File: config.mk
export PLATFORM = sky130hd
export DESIGN_NAME = irq_mask_gen
export DESIGN_NICKNAME = d
export VERILOG_FILES = /design/src/rtl/irqm_pkg.sv /design/src/rtl/irqm_dlg_qual.sv /design/src/rtl/irqm_dlg_gate.sv /design/src/rtl/irq_mask_gen.sv
export SDC_FILE = /design/constraint.sdc
export NUM_CORES = 1
export LEC_CHECK = 0
export BUFFER_PORTS_ARGS = -buffer_cell sky130_fd_sc_hd__buf_2
export CORE_ASPECT_RATIO = 0.5
export CORE_MARGIN = 8
export CORE_UTILIZATION = 54
export CTS_BUF_LIST = sky130_fd_sc_hd__clkbuf_16
export DETAILED_ROUTE_END_ITERATION = 8
export GPL_TIMING_DRIVEN = 0
export PLACE_DENSITY = 0.83
export RECOVER_POWER = 25
export SETUP_SLACK_MARGIN = 0.5
export SLEW_MARGIN = 20
export SYNTH_ARGS = -nofsm -noshare
export SYNTH_HDL_FRONTEND = slang
export SYNTH_HIERARCHICAL = 1
export SYNTH_SLANG_ARGS = --single-unit
File: constraint.sdc
create_clock -name clk -period 2 [get_ports clk]
set_input_delay 0.6 -clock clk [delete_from_list [all_inputs] [get_ports clk]]
set_output_delay 0.6 -clock clk [all_outputs]
set_load 0.005 [all_outputs]
File: src/rtl/irqm_pkg.sv
package irqm_pkg;

  typedef enum logic [1:0] {
    PM_USER = 2'b00,
    PM_SUPV = 2'b01,
    PM_RSVD = 2'b10,
    PM_MACH = 2'b11
  } priv_e;

  // standard line positions; the mask layout depends on them
  localparam int BIT_USI = 0;
  localparam int BIT_SSI = 1;
  localparam int BIT_MSI = 3;
  localparam int BIT_UTI = 4;
  localparam int BIT_STI = 5;
  localparam int BIT_MTI = 7;
  localparam int BIT_UEI = 8;
  localparam int BIT_SEI = 9;
  localparam int BIT_MEI = 11;

endpackage

File: src/rtl/irqm_dlg_qual.sv
module irqm_dlg_qual #(
  parameter int W = 64
) (
  input  logic [W-1:0] mach_dlg_i,
  input  logic [W-1:0] sup_dlg_i,
  input  logic         has_sup_i,
  input  logic         has_utrap_i,
  output logic [W-1:0] mach_dlg_o,
  output logic [W-1:0] sup_dlg_o
);
  logic mach_ok;
  logic sup_ok;

  assign mach_ok    = has_sup_i | has_utrap_i;
  assign sup_ok     = has_sup_i & has_utrap_i;
  assign mach_dlg_o = mach_ok ? mach_dlg_i : '0;
  assign sup_dlg_o  = sup_ok  ? sup_dlg_i  : '0;

  // a delegation vector that is not qualified never reaches the gates
  always_comb begin
    if (!has_sup_i && !has_utrap_i)
      a_mach_zero_r10: assert (mach_dlg_o == '0);
    if (!(has_sup_i && has_utrap_i))
      a_sup_zero_r10: assert (sup_dlg_o == '0);
  end
endmodule

File: src/rtl/irqm_dlg_gate.sv
module irqm_dlg_gate #(
  parameter int W = 64
) (
  input  logic [W-1:0] dlg_i,
  input  logic         lvl_en_i,
  output logic [W-1:0] pass_o
);
  // a line passes when it stays at the higher level or the lower level is enabled
  for (genvar i = 0; i < W; i++) begin : g_bit
    assign pass_o[i] = ~dlg_i[i] | lvl_en_i;
  end
endmodule

File: src/rtl/irq_mask_gen.sv
module irq_mask_gen #(
  parameter int XLEN     = 64,
  parameter int LOCAL_LO = 16
) (
  input  logic            clk,
  input  logic            rst,
  input  logic [1:0]      priv_mode,
  input  logic            glb_uie,
  input  logic            glb_sie,
  input  logic            glb_mie,
  input  logic [XLEN-1:0] mach_dlg,
  input  logic [XLEN-1:0] sup_dlg,
  input  logic            has_sup,
  input  logic            has_utrap,
  output logic [XLEN-1:0] irq_mask,
  output logic            bad_mode
);
  import irqm_pkg::*;

  localparam int              LOCAL_W = XLEN - LOCAL_LO;
  localparam logic [XLEN-1:0] ONE     = XLEN'(1);
  localparam logic [XLEN-1:0] LOCAL_M = {{LOCAL_W{1'b1}}, {LOCAL_LO{1'b0}}};
  localparam logic [XLEN-1:0] MACH_M  = LOCAL_M | (ONE << BIT_MEI) | (ONE << BIT_MTI) | (ONE << BIT_MSI);
  localparam logic [XLEN-1:0] SUP_M   = (ONE << BIT_SEI) | (ONE << BIT_STI) | (ONE << BIT_SSI);
  localparam logic [XLEN-1:0] USR_M   = (ONE << BIT_UEI) | (ONE << BIT_UTI) | (ONE << BIT_USI);
  localparam logic [XLEN-1:0] RSV_M   = ~(MACH_M | SUP_M | USR_M);

  priv_e           mode;
  logic [XLEN-1:0] mdlg_q, sdlg_q;
  logic [XLEN-1:0] pass_s, pass_us, pass_um;
  logic [XLEN-1:0] mask_nxt;
  logic            bad_nxt;

  assign mode = priv_e'(priv_mode);

  irqm_dlg_qual #(.W(XLEN)) u_qual (
    .mach_dlg_i (mach_dlg),
    .sup_dlg_i  (sup_dlg),
    .has_sup_i  (has_sup),
    .has_utrap_i(has_utrap),
    .mach_dlg_o (mdlg_q),
    .sup_dlg_o  (sdlg_q)
  );

  // supervisor level: lines delegated by machine, opened by the supervisor enable
  irqm_dlg_gate #(.W(XLEN)) u_gate_s (
    .dlg_i(mdlg_q), .lvl_en_i(glb_sie), .pass_o(pass_s)
  );
  // user level, supervisor present: lines delegated by supervisor
  irqm_dlg_gate #(.W(XLEN)) u_gate_us (
    .dlg_i(sdlg_q), .lvl_en_i(glb_uie), .pass_o(pass_us)
  );
  // user level, no supervisor: lines delegated straight from machine
  irqm_dlg_gate #(.W(XLEN)) u_gate_um (
    .dlg_i(mdlg_q), .lvl_en_i(glb_uie), .pass_o(pass_um)
  );

  always_comb begin
    mask_nxt = '0;
    bad_nxt  = 1'b0;
    case (mode)
      PM_MACH: mask_nxt = glb_mie ? MACH_M : '0;
      PM_SUPV: mask_nxt = (MACH_M & pass_s) | (glb_sie ? SUP_M : '0);
      PM_USER: mask_nxt = (has_sup ? ((MACH_M | SUP_M) & pass_us) : (MACH_M & pass_um))
                          | (glb_uie ? USR_M : '0);
      default: bad_nxt  = 1'b1;
    endcase
  end

  always_ff @(posedge clk) begin
    if (rst) begin
      irq_mask <= '0;
      bad_mode <= 1'b0;
    end else begin
      irq_mask <= mask_nxt;
      bad_mode <= bad_nxt;
    end
  end

  p_reset_clear_r1: assert property (@(posedge clk)
    rst |=> (irq_mask == '0 && !bad_mode));

  p_mach_off_r3: assert property (@(posedge clk) disable iff (rst)
    (mode == PM_MACH && !glb_mie) |=> irq_mask == '0);

  p_mach_low_zero_r4: assert property (@(posedge clk) disable iff (rst)
    (mode == PM_MACH) |=> (irq_mask & (SUP_M | USR_M)) == '0);

  p_supv_user_zero_r6: assert property (@(posedge clk) disable iff (rst)
    (mode == PM_SUPV) |=> (irq_mask & USR_M) == '0);

  p_user_bits_off_r9: assert property (@(posedge clk) disable iff (rst)
    (mode == PM_USER && !glb_uie) |=> (irq_mask & USR_M) == '0);

  p_illegal_level_r11: assert property (@(posedge clk) disable iff (rst)
    (mode == PM_RSVD) |=> (bad_mode && irq_mask == '0));

  p_reserved_zero_r12: assert property (@(posedge clk) disable iff (rst)
    (irq_mask & RSV_M) == '0);
endmodule

# After elaboration in Yosys (flattened, before gate mapping)
# Cells that the tools add are included.
# op_classes
bitwise,265
n_mux,8
reduce_logical,2
eq_ne,2
# op_table
op,count
$mux 64,4
$pmux 64 s3,1
$or 1x1->1,157
$not 1->1,105
$or 64x10->64,1
$or 64x9->64,1
$mux 10,1
$mux 9,1
$reduce_or 3->1,1
$eq 2x1->1 const B,1
$eq 2x2->1 const B,1
$logic_not 2->1,1
$and 1x1->1,1
$mux 1,1
# totals
out_inout_bits,65
input_bits,137
word_cells,279
register_bits,65

# Logic depth before layout (Yosys ltp)
# depth
depth_word,7
depth_mapped,8
depth_no_buf,5

# Cells and area by module
# The synthesis kept the hierarchy.
# by_module_without_submodules
module,area_each_um2,n_inst,seq_area_each_um2,cells_per_inst
irq_mask_gen,3210.6,1,1121.1,262
irqm_dlg_gate,910.9,3,0.0,71
irqm_dlg_qual,1068.5,1,0.0,156

# Worst setup path after synthesis
# Ideal clock, no wire load.
# synth_timing
kind,input to register
startpoint,input has_utrap
endpoint,register irq_mask[53]
setup_ns,0.128
setup_slack_ns,0.128
path_stages,8
required_ns,1.872
n_path_buf,3
arrival_time_ns,1.744
cell_sequence,buf_6 > buf_6 > buf_6 > o21a_1 > nand2b_4 > mux2_2 > a221oi_1 > nor2_1
# synth_between
elab_chain_len,7
word_cells_on_any_way,13
cone_classes,mux (4); bitwise (9)
# synth_lines
element,line_no,source
"start, declared",irq_mask_gen.sv:14,"input logic has_utrap,"
$or 1x1->1,irqm_dlg_qual.sv:14,assign mach_ok = has_sup_i | has_utrap_i;
$mux 64,irqm_dlg_qual.sv:16,assign mach_dlg_o = mach_ok ? mach_dlg_i : '0;
net mdlg_q[53],irq_mask_gen.sv:29,"logic [XLEN-1:0] mdlg_q, sdlg_q;"
$not 1->1,irqm_dlg_gate.sv:10,assign pass_o[i] = ~dlg_i[i] | lvl_en_i;
$or 1x1->1,irqm_dlg_gate.sv:10,
net pass_um[53],irq_mask_gen.sv:30,"logic [XLEN-1:0] pass_s, pass_us, pass_um;"
$mux 64,irq_mask_gen.sv:64,PM_USER: mask_nxt = (has_sup ? ((MACH_M | SUP_M) & pass_us) : (MACH_M & pass_um))
$or 64x9->64,irq_mask_gen.sv:65,| (glb_uie ? USR_M : '0);
$pmux 64 s3,irq_mask_gen.sv:61,case (mode)
"end signal, assigned",irq_mask_gen.sv:75,irq_mask <= mask_nxt;
"end, declared",irq_mask_gen.sv:15,"output logic [XLEN-1:0] irq_mask,"
# The timed path passes the listed nets, and every way through them passes these cells.
# A chain may end at the register's enable or synchronous reset.

# Worst setup path after layout
# layout_timing
startpoint,input has_sup
endpoint,register irq_mask[29]
# layout_between
elab_chain_len,7
word_cells_on_any_way,13
cone_classes,mux (4); bitwise (9)
# layout_lines
element,line_no,source
"start, declared",irq_mask_gen.sv:13,"input logic has_sup,"
$and 1x1->1,irqm_dlg_qual.sv:15,assign sup_ok = has_sup_i & has_utrap_i;
$mux 64,irqm_dlg_qual.sv:17,assign sup_dlg_o = sup_ok ? sup_dlg_i : '0;
net sdlg_q[29],irq_mask_gen.sv:29,
$not 1->1,irqm_dlg_gate.sv:10,
$or 1x1->1,irqm_dlg_gate.sv:10,
net pass_us[29],irq_mask_gen.sv:30,
$mux 64,irq_mask_gen.sv:64,
$or 64x9->64,irq_mask_gen.sv:65,
$pmux 64 s3,irq_mask_gen.sv:61,
# The timed path passes the listed nets, and every way through them passes these cells.

==> metrics.md <==
| Metric | Value |
|---|---|
| Status | complete, no violations |
| Critical Path End | irq_mask[29] |
| Slew Limit Fails | 0 |
| Minimum clock period | 1.615 ns |
| Initial DRC Count | between 200 and 250 |
| CTS tree | yes |
| First-pass GRT wire length | 27160 um |
| Post-layout nets | 918 |
| Antenna diodes | 0 |
| Max_cap viols | 0 |
| Most common cell after layout, fill and taps aside | buf_2 |
| Multi-input gate area | 4922 sq um |
| Fin. Hold Viols | 0 |
| Total power draw | 3.870 mW |
| Slew at the pin with the worst max-slew slack | ~0.6 ns |
| Residual DRC count | 0 |
| Largest net degree at the start of global routing | 18 |
| Core area | about 12000 sq um |
| Via count | 5031 |
| Setup-failing EPs final | 0 |
| Combinational Power Share | 41.6% |
| Worst IR drop on VDD | 331.9 uV |
| Crit path DAT | between 1.5 and 2 ns |
| LEAKAGE | 4.128 nW |
| Worst EP required | 2.17 ns |
| Antenna violations before repair | 1 |
| Max Fanout on Critical Path | 10 |
| Tot GR Track Use | a little over a fifth |
| Filler cells | 790 |
| Yosys warns | 6 |
| Crit start category | input port |
| Period Utilization, post-route | 80.74% |
| WS Path Type | input port to register |
| # hold bufs at CTS | 0 |
| Detailed Route WL | 19120 um |
| Cts bufs inserted | 5 |
| Final Util | 73.85% |
| Port bufs | 168 |
| Share of layout cells above drive strength 1 | 73.53% |
| Final setup margin | 0.3851 ns |
| Root buf cell | clkbuf_16 |
| Slew headroom | 59.33% |
| Clk sinks | 56 |
| # rows | 28 |
| RSZ-0062 raised after global routing | true |
| DR WL/cell | 20.19 um |
| Switching Fraction | between 30% and 40% |
| Via-to-Cell Ratio | 5.313 |
| Post-DP HPWL | ~13000 um |
| Sw Pwr | 1.167 mW |
| Hold crit path type | input port to register |
| GRT overflow | 0 |
| Synth Area per Inst | 11.15 sq um |
| I/O Pins | 202 |
| Met3 Resource Use GR | 4.584% |
| Global route hottest layer | met2 |
| Critical path endpoint category | register |
| Register area | 1122 sq um |
| M2 GR Usage | 38.68% |
| Launch point of the worst path | has_sup |
| Die X | 169.7 um |
| Internal Power | 2.703 mW |
| Vias in the first global route | 5367 |
| Worst-path clk slew | 0.08 ns |
| Worst Setup Slack post-DPL | -0.04872 ns |
| Fmax | 619.2 MHz |
| Longest Clk Path Bufs | 2 |
| Hold_ws | 0.5470 ns |
| Commonest non-fill, non-tap cells in the layout | 162 x buf_2, 133 x nand2b_4, 55 x dfxtp_1 |
| Cell Area, Synth | between 6000 and 7000 sq um |
| First drt pass iteration count | 4 |
| Post-synthesis to final-layout area growth | 35.07% |
| # H-tree levels | 2 |
| M1 GR Usage | 24.87% |
| Die Area | 15760 sq um |
| RD Place Congestion | between 0.8 and 0.9 |
| Post-detailed-route count of antenna-violating nets | 0 |
| Share of total power in sequential cells | 31.5% |
| Clock group share of total power | 26.9% |
| Starting density of the core | 54.68% |
| Post-Synthesis Cells | 572 |
| DIE HEIGHT | slightly above 90 um |
| Pwr dens | 449.2 nW/um^2 |
[worst min path at each step]
stage | start | end | depth (start not counted)
3_3_place_gp | priv_mode[1] | irq_mask[8] | 2
2_1_floorplan | priv_mode[0] | bad_mode | 1
5_1_grt | priv_mode[1] | irq_mask[8] | 2
6_report | priv_mode[1] | irq_mask[8] | 2
4_1_cts | priv_mode[1] | irq_mask[8] | 2
3_5_place_dp | priv_mode[1] | irq_mask[8] | 2
[power by group through the flow]
| stage | sequential (mW) | clock [mW] | combinational (mW) |
|---|---|---|---|
| after floorplan | 1.26 | 0 | 1.03 |
| after global placement | 1.24 | 0 | 1.38 |
| after detailed placement | 1.24 | 0 | 1.40 |
| after CTS | 1.22 | 1.08 | 1.46 |
| after global routing | 1.23 | 1.11 | 1.70 |
| final | 1.22 | 1.04 | 1.61 |
[cell type report]
| type | instances | area share, % |
|---|---|---|
| buffer | 87 | 10.83 |
| clock buffer | 5 | 1.452 |
| sequential | 56 | 13.03 |
| multi-input combinational | 435 | 57.13 |
| clock inverter | 3 | 0.4938 |
| tap | 165 | 2.396 |
| timing repair buffer | 196 | 14.67 |
[registers in the layout (all words and copies together), names as in the netlist]
| signal | cells |
|---|---|
| bad_mode | 1 |
| irq_mask | 55 |
[worst max-delay path, stage by stage]
cell	delay [ns]
buf_12	0.11
clkbuf_4	0.21
and3_1	0.22
nand2b_4	0.05
mux2_4	0.26
a221oi_2	0.25
nor2_1	0.09
[through the flow]
step,setup TNS [ns],cells,area (sq um)
2_1_floorplan,0,578,6625
3_3_place_gp,-0.02661,911,7672
3_5_place_dp,-0.1749,911,7672
4_1_cts,0,923,8026
5_1_grt,0,947,8616
6_report,0,947,8616
[repair_timing]
| action | in CTS | in global routing |
|---|---|---|
| buffers inserted | 2 | 14 |
| setup endpoints to repair | 51 | 53 |
| pin swaps | 2 | 31 |
| resized for setup | 40 | 68 |
| cloned | 2 | 10 |
[per-layer routing]
layer	vias up	part of all wire, %
met2	152	48
met1	2445	44
li1	2394	-
met3	38	5.5
met4	2	2.2
met5	-	0.068
No activity file was read; power rests on OpenSTA's default activity.
